**src/rtl/cbc_pkg.sv**
```systemverilog
package cbc_pkg;
  typedef enum logic [1:0] {
    IRQ_NONE = 2'd0,
    IRQ_OUT  = 2'd1,
    IRQ_IN   = 2'd2
  } irq_e;
endpackage

```
**src/rtl/cbc_in_packer.sv**
```systemverilog
module cbc_in_packer #(
  parameter int WORD_W = 32,
  parameter int WORDS  = 4,
  localparam int BLK_W = WORD_W * WORDS,
  localparam int CNT_W = (WORDS > 1) ? $clog2(WORDS) : 1
) (
  input  logic              clk,
  input  logic              rst,
  input  logic              wr_en,
  input  logic [WORD_W-1:0] wr_data,
  input  logic              release_blk,
  output logic              full,
  output logic [BLK_W-1:0]  blk,
  output logic              trig
);
  logic [CNT_W-1:0] cnt_q;
  logic             full_q;
  logic             gap_q;
  logic             accept;

  assign accept = wr_en && !full_q;

  always_ff @(posedge clk) begin
    if (rst) begin
      cnt_q  <= '0;
      full_q <= 1'b0;
      gap_q  <= 1'b0;
    end else begin
      gap_q <= accept;
      if (accept) begin
        if (cnt_q == CNT_W'(WORDS - 1)) begin
          cnt_q  <= '0;
          full_q <= 1'b1;
        end else begin
          cnt_q <= cnt_q + 1'b1;
        end
      end else if (release_blk) begin
        full_q <= 1'b0;
      end
    end
  end

  for (genvar i = 0; i < WORDS; i++) begin : g_slot
    logic [WORD_W-1:0] slot_q;
    always_ff @(posedge clk) begin
      if (rst) begin
        slot_q <= '0;
      end else if (accept && cnt_q == CNT_W'(i)) begin
        slot_q <= wr_data;
      end
    end
    assign blk[i*WORD_W +: WORD_W] = slot_q;
  end

  assign full = full_q;
  assign trig = !full_q && !gap_q;
endmodule

```
**src/rtl/cbc_out_unpacker.sv**
```systemverilog
module cbc_out_unpacker #(
  parameter int WORD_W = 32,
  parameter int WORDS  = 4,
  localparam int BLK_W = WORD_W * WORDS,
  localparam int CNT_W = (WORDS > 1) ? $clog2(WORDS) : 1
) (
  input  logic              clk,
  input  logic              rst,
  input  logic              load,
  input  logic [BLK_W-1:0]  load_blk,
  input  logic              rd_en,
  output logic              valid,
  output logic [WORD_W-1:0] rd_data,
  output logic              trig
);
  logic [BLK_W-1:0] buf_q;
  logic [CNT_W-1:0] cnt_q;
  logic             valid_q;
  logic             gap_q;
  logic             pop;

  assign pop = rd_en && valid_q;

  always_ff @(posedge clk) begin
    if (rst) begin
      buf_q   <= '0;
      cnt_q   <= '0;
      valid_q <= 1'b0;
      gap_q   <= 1'b0;
    end else begin
      gap_q <= pop;
      if (load) begin
        buf_q   <= load_blk;
        cnt_q   <= '0;
        valid_q <= 1'b1;
      end else if (pop) begin
        if (cnt_q == CNT_W'(WORDS - 1)) begin
          cnt_q   <= '0;
          valid_q <= 1'b0;
        end else begin
          cnt_q <= cnt_q + 1'b1;
        end
      end
    end
  end

  assign rd_data = buf_q[cnt_q*WORD_W +: WORD_W];
  assign valid   = valid_q;
  assign trig    = valid_q && !gap_q;
endmodule

```
**src/rtl/cbc_chain_ctrl.sv**
```systemverilog
module cbc_chain_ctrl #(
  parameter int BLK_W = 128
) (
  input  logic             clk,
  input  logic             rst,
  input  logic             iv_load,
  input  logic [BLK_W-1:0] iv_in,
  input  logic             blk_full,
  input  logic [BLK_W-1:0] in_blk,
  input  logic             out_pending,
  input  logic             core_done,
  input  logic [BLK_W-1:0] core_dout,
  output logic             core_start,
  output logic [BLK_W-1:0] core_din,
  output logic             finish
);
  logic [BLK_W-1:0] chain_q;
  logic [BLK_W-1:0] din_q;
  logic             busy_q;
  logic             start_q;
  logic             launch;

  assign launch = blk_full && !busy_q && !out_pending;
  assign finish = busy_q && core_done;

  always_ff @(posedge clk) begin
    if (rst) begin
      chain_q <= '0;
      din_q   <= '0;
      busy_q  <= 1'b0;
      start_q <= 1'b0;
    end else begin
      start_q <= launch;
      if (iv_load) begin
        chain_q <= iv_in;
      end else if (finish) begin
        chain_q <= core_dout;
      end
      if (launch) begin
        busy_q <= 1'b1;
        din_q  <= in_blk ^ chain_q;
      end else if (finish) begin
        busy_q <= 1'b0;
      end
    end
  end

  assign core_start = start_q;
  assign core_din   = din_q;
endmodule

```
**src/rtl/cbc_word_chain.sv**
```systemverilog
module cbc_word_chain #(
  parameter int WORD_W = 32,
  parameter int WORDS  = 4,
  localparam int BLK_W = WORD_W * WORDS
) (
  input  logic              clk,
  input  logic              rst,
  input  logic              iv_load,
  input  logic [BLK_W-1:0]  iv_in,
  input  logic              in_we,
  input  logic [WORD_W-1:0] in_wdata,
  input  logic              out_re,
  output logic [WORD_W-1:0] out_rdata,
  output logic              in_rdy,
  output logic              out_rdy,
  output logic [1:0]        irq_idx,
  output logic              dma_trig_in,
  output logic              dma_trig_out,
  output logic              core_start,
  output logic [BLK_W-1:0]  core_din,
  input  logic              core_done,
  input  logic [BLK_W-1:0]  core_dout
);
  import cbc_pkg::*;

  logic             blk_full;
  logic [BLK_W-1:0] in_blk;
  logic             finish;
  logic             out_valid;
  irq_e             irq_sel;

  cbc_in_packer #(.WORD_W(WORD_W), .WORDS(WORDS)) i_pack (
    .clk         (clk),
    .rst         (rst),
    .wr_en       (in_we),
    .wr_data     (in_wdata),
    .release_blk (finish),
    .full        (blk_full),
    .blk         (in_blk),
    .trig        (dma_trig_in)
  );

  cbc_chain_ctrl #(.BLK_W(BLK_W)) i_ctrl (
    .clk         (clk),
    .rst         (rst),
    .iv_load     (iv_load),
    .iv_in       (iv_in),
    .blk_full    (blk_full),
    .in_blk      (in_blk),
    .out_pending (out_valid),
    .core_done   (core_done),
    .core_dout   (core_dout),
    .core_start  (core_start),
    .core_din    (core_din),
    .finish      (finish)
  );

  cbc_out_unpacker #(.WORD_W(WORD_W), .WORDS(WORDS)) i_unpack (
    .clk      (clk),
    .rst      (rst),
    .load     (finish),
    .load_blk (core_dout),
    .rd_en    (out_re),
    .valid    (out_valid),
    .rd_data  (out_rdata),
    .trig     (dma_trig_out)
  );

  always_comb begin
    if (out_valid)      irq_sel = IRQ_OUT;
    else if (!blk_full) irq_sel = IRQ_IN;
    else                irq_sel = IRQ_NONE;
  end

  assign in_rdy  = !blk_full;
  assign out_rdy = out_valid;
  assign irq_idx = irq_sel;
endmodule

```
**config.mk**
```make
export PLATFORM = sky130hd
export DESIGN_NAME = cbc_word_chain
export DESIGN_NICKNAME = d
export VERILOG_FILES = /design/src/rtl/cbc_pkg.sv /design/src/rtl/cbc_in_packer.sv /design/src/rtl/cbc_out_unpacker.sv /design/src/rtl/cbc_chain_ctrl.sv /design/src/rtl/cbc_word_chain.sv
export SDC_FILE = /design/constraint.sdc
export NUM_CORES = 1
export LEC_CHECK = 0
export BUFFER_PORTS_ARGS = -buffer_cell sky130_fd_sc_hd__buf_2
export CORE_MARGIN = 2
export CORE_UTILIZATION = 48
export DETAILED_ROUTE_END_ITERATION = 8
export PLACE_DENSITY = 0.85
export SYNTH_ARGS = -nofsm -noshare
export SYNTH_HDL_FRONTEND = slang
export SYNTH_SLANG_ARGS = --single-unit
```
**constraint.sdc**
```tcl
create_clock -name clk -period 1.6 [get_ports clk]
set_input_delay 0.32 -clock clk [delete_from_list [all_inputs] [get_ports clk]]
set_output_delay 0.32 -clock clk [all_outputs]
set_load 0.05 [all_outputs]
```
==> summary.md <==
| Metric | Value |
|---|---|
| Initial Utilization | `48.4%` |
| Final setup violation count | `73` |
| Violated checks | `negative setup slack` |
| Sequential cell area | `about 10000 um^2` |
| Sequential area share after synthesis | `53.0%` |
| Worst setup EP type | `primary output` |
| HPWL after detailed placement | `53200 um` |
| Final WS setup | `-662 ps` |
| Core Region | `40700 um^2` |
| Routed wire length | `a little under 80000 um` |
| Reg-to-Reg Start | `i_ctrl.busy_q` |
| Grt ovf | `0` |
| Die Y | `between 200 and 250 um` |
| Slew @ Worst Pin | `approximately 610 ps` |
| Area of the multi-input gates | `8480 um^2` |
| Top cell type's share of synthesized area | `around 53%` |
| Worst-case clock buffer depth | `3` |
| Port-buffer cells | `460` |
| CTS Buf Count | `54` |
| Critical R2R Capture | `i_ctrl.core_din[35]` |
| Yosys warnings | `0` |
| Hold WC Path Type | `input port to flop` |
| Worst VDD drop | `approximately 0.001 V` |
| DRT antenna net count | `0` |
| Final hold violation count | `0` |
| PD cells | `roughly 1100 nW/um^2` |
| Wire length of the first global-routing pass | `between 100000 and 150000 um` |
| Pins Over Slew Limit | `0` |
| Min cycle time layout | `roughly 2300 ps` |
| Worst endpoint data arrival time | `around 1900 ps` |
| Area contributors post-synth | `dfxtp_1 53%, nand2_1 11%, a22o_1 7.1%` |
| Worst path required time | `approximately 1300 ps` |
| Area grow syn2layout | `38.0%` |
| Reg2Reg Setup Slack | `-110 ps` |
| Hold Path Sink | `i_ctrl.chain_q[57]` |
| Max Clock Freq | `roughly 440 MHz` |
| Post-layout nets | `3029` |
| Detail-routed via count per cell | `5.75` |
| Max-cap viol count | `0` |
| Setup WS pre-CTS | `-129 ps` |
| CTS Sinks | `approximately 520` |
| Share of layout cells above drive strength 1 | `26.6%` |
| Fin crit share | `141%` |
| Total negative setup slack | `-21710 ps` |
| Placer Congestion | `just over 1` |
| Hold_sp | `iv_in[57]` |
| Cell Area, Synth | `between 15000 and 20000 um^2` |
| Leakage Power | `around 12 nW` |
| Initial antenna violation count | `6` |
| Post-Syn Instances | `2122` |
| Number of fill cells | `~3100` |
| Router iterations before antenna repair | `6` |
| Avg Cell Area, Syn | `9.30 um^2` |
| Clk slew on worst S/H paths | `60 ps` |
| Syn nets | `2421` |
| DRC | `0` |
| CTS Root Buffer Type | `clkbuf_16` |
| Relative slew slack | `between 50 and 60%` |
| RSZ-0062 raised after global routing | `true` |
| CTS tree | `yes` |
| Wirelength per Cell | `23.8 um` |
| Status | `finished, violations left` |
| Die X | `207 um` |
| Total GRT Usage | `between 30% and 40%` |
| Top Ports | `461` |
| CTS H-tree lvls | `2` |
| Synth Register Bits | `roughly 520` |
| Hold slack | `20.4 ps` |
| Worst-path fanout max | `9` |
| Number of global-route vias before repair | `~19000` |
| Synth unique cells | `26` |
| R2R depth | `8` |
| Post-synth top area cell | `dfxtp_1` |
| Drt initial violations | `1612` |
| Clk_skew | `12.1 ps` |
| Worst skew pair latency | `~600 ps` |
| Setup Crit Path Kind | `flop to primary output` |
| Cell depth of the worst hold path | `3` |
| Row count | `74` |
| Die area | `between 40000 and 50000 um^2` |
| Critical Path Source Type | `flop` |
| Vias | `around 19000` |
| Largest net degree at the start of global routing | `111` |
[report_power, final]
part           internal (mW)  leakage (nW)  total [mW]  switching (mW)
logic                   1.17          6.57        2.66            1.49
registers               13.4          4.25        13.7           0.315
clock network           7.83         0.941        13.1            5.31
[cell usage after synthesis]
library cell / instances
nand2_1: 580
dfxtp_1: 522
a21oi_1: 228
a22o_1: 159
nor2_1: 136
a311oi_1: 128
xor2_1: 128
clkbuf_1: 117
mux4_2: 32
buf_2: 25
buf_6: 14
buf_4: 12
buf_1: 8
ha_1: 5
inv_1: 4
nand3b_1: 4
nor2b_1: 4
and3b_1: 3
mux2i_1: 3
nor3_1: 3
and2_1: 2
nand2b_1: 1
nand3_1: 1
or2_2: 1
or3b_1: 1
xnor2_1: 1
[routing by layer]
layer  up-vias  global-route usage (%)  share of wire [%]
met3       270                    7.16                8.5
met2      1066                    59.6                 48
met4        10                    21.9                6.7
met5         -                       0              0.083
met1      9083                    41.0                 37
li1       8578                       -                  -
[worst max-delay path by stage]
stage / slack (ps) / startpoint / to / cells past startpoint
3_3_place_gp: -80 / i_unpack.cnt_q[0] / out_rdata[4] / 3
4_1_cts: -730 / i_unpack.cnt_q[0] / out_rdata[5] / 4
6_report: -660 / i_unpack.cnt_q[0] / out_rdata[4] / 3
3_5_place_dp: -130 / i_pack.full / i_ctrl.core_din[60] / 4
5_1_grt: -700 / i_unpack.cnt_q[0] / out_rdata[4] / 3
2_1_floorplan: 2 / i_unpack.cnt_q[0] / out_rdata[10] / 3
[sequential cells by signal, summed over array words and instances (netlist names)]
register	count
i_ctrl.busy_q	1
i_ctrl.chain_q	128
i_ctrl.core_din	128
i_ctrl.core_start	1
i_pack.cnt_q	2
i_pack.full	1
i_pack.g_slot.slot_q	128
i_pack.gap_q	1
i_unpack.buf_q	128
i_unpack.cnt_q	2
i_unpack.gap_q	1
i_unpack.valid	1
[cells by family (layout without fill, tap and decap cells)]
logic type               after synthesis  in the layout  share of synthesized area, %
AND/OR/NAND/NOR                      736            736                          14.3
flip-flops                           522            522                          53.0
AO/OA/AOI/OAI                        515            515                          18.5
buffers and inverters                180            833                          4.34
XOR/XNOR                             129            129                          5.73
multiplexers                          35             35                          3.81
adder cells (fa/ha/maj)                5              5                         0.317
other                                  0              1                             0
[area by class of cell]
type / count / share of cell area [%]
flip-flops and latches: 522 / 38.4
multi-input cells: 1420 / 31.2
repair buffers: 728 / 20.9
clock buffers: 87 / 6.47
well taps: 532 / 2.45
clock inverters: 14 / 0.464
inverters: 4 / 0.0919
diodes: 1 / 0.00919
[worst max-delay path: stages (launching register included)]
cell and delay (ps):
dfxtp_4 410, buf_12 180, mux4_2 560, buf_6 180
[cells in the final DEF, fill, tap and decap left out, types with 2 or more instances in the layout]
master / n
a21oi_1: 227
a22o_1: 159
a311oi_1: 128
and3b_1: 3
buf_12: 35
buf_16: 6
buf_2: 397
buf_4: 89
buf_6: 48
buf_8: 9
bufinv_16: 2
clkbuf_1: 9
clkbuf_16: 63
clkbuf_4: 8
clkbuf_8: 20
clkinv_2: 10
dfxtp_1: 518
dfxtp_2: 2
dfxtp_4: 2
dlygate4sd3_1: 131
ha_1: 5
inv_1: 2
mux2i_1: 3
mux4_2: 32
nand2_1: 579
nand3b_1: 4
nor2_1: 132
nor2_4: 4
nor2b_1: 2
nor2b_4: 2
nor3_1: 3
xor2_1: 128
[metrics by stage]
stage | std cells | cell area (um^2) | util [%] | power (mW)
final | 3308 | 27200 | 66.8 | 29.5
after global routing | 3308 | 27200 | 66.8 | 30.3
after CTS | 3303 | 27100 | 66.6 | 29.6
after detailed placement | 3046 | 23100 | 56.8 | 16.3
after global placement | 3046 | 23100 | 56.8 | 16.2
after floorplan | 2122 | 19800 | - | 15.2
[what timing repair did]
item	4_1_cts	5_1_grt
hold endpoints to repair	133	0
endpoints found under the setup margin	116	175
buffers inserted	18	7
gates resized for setup	123	26
hold buffers	131	0
pin swaps	4	7
cloned	8	6
Power figures use the tool's default switching activity.
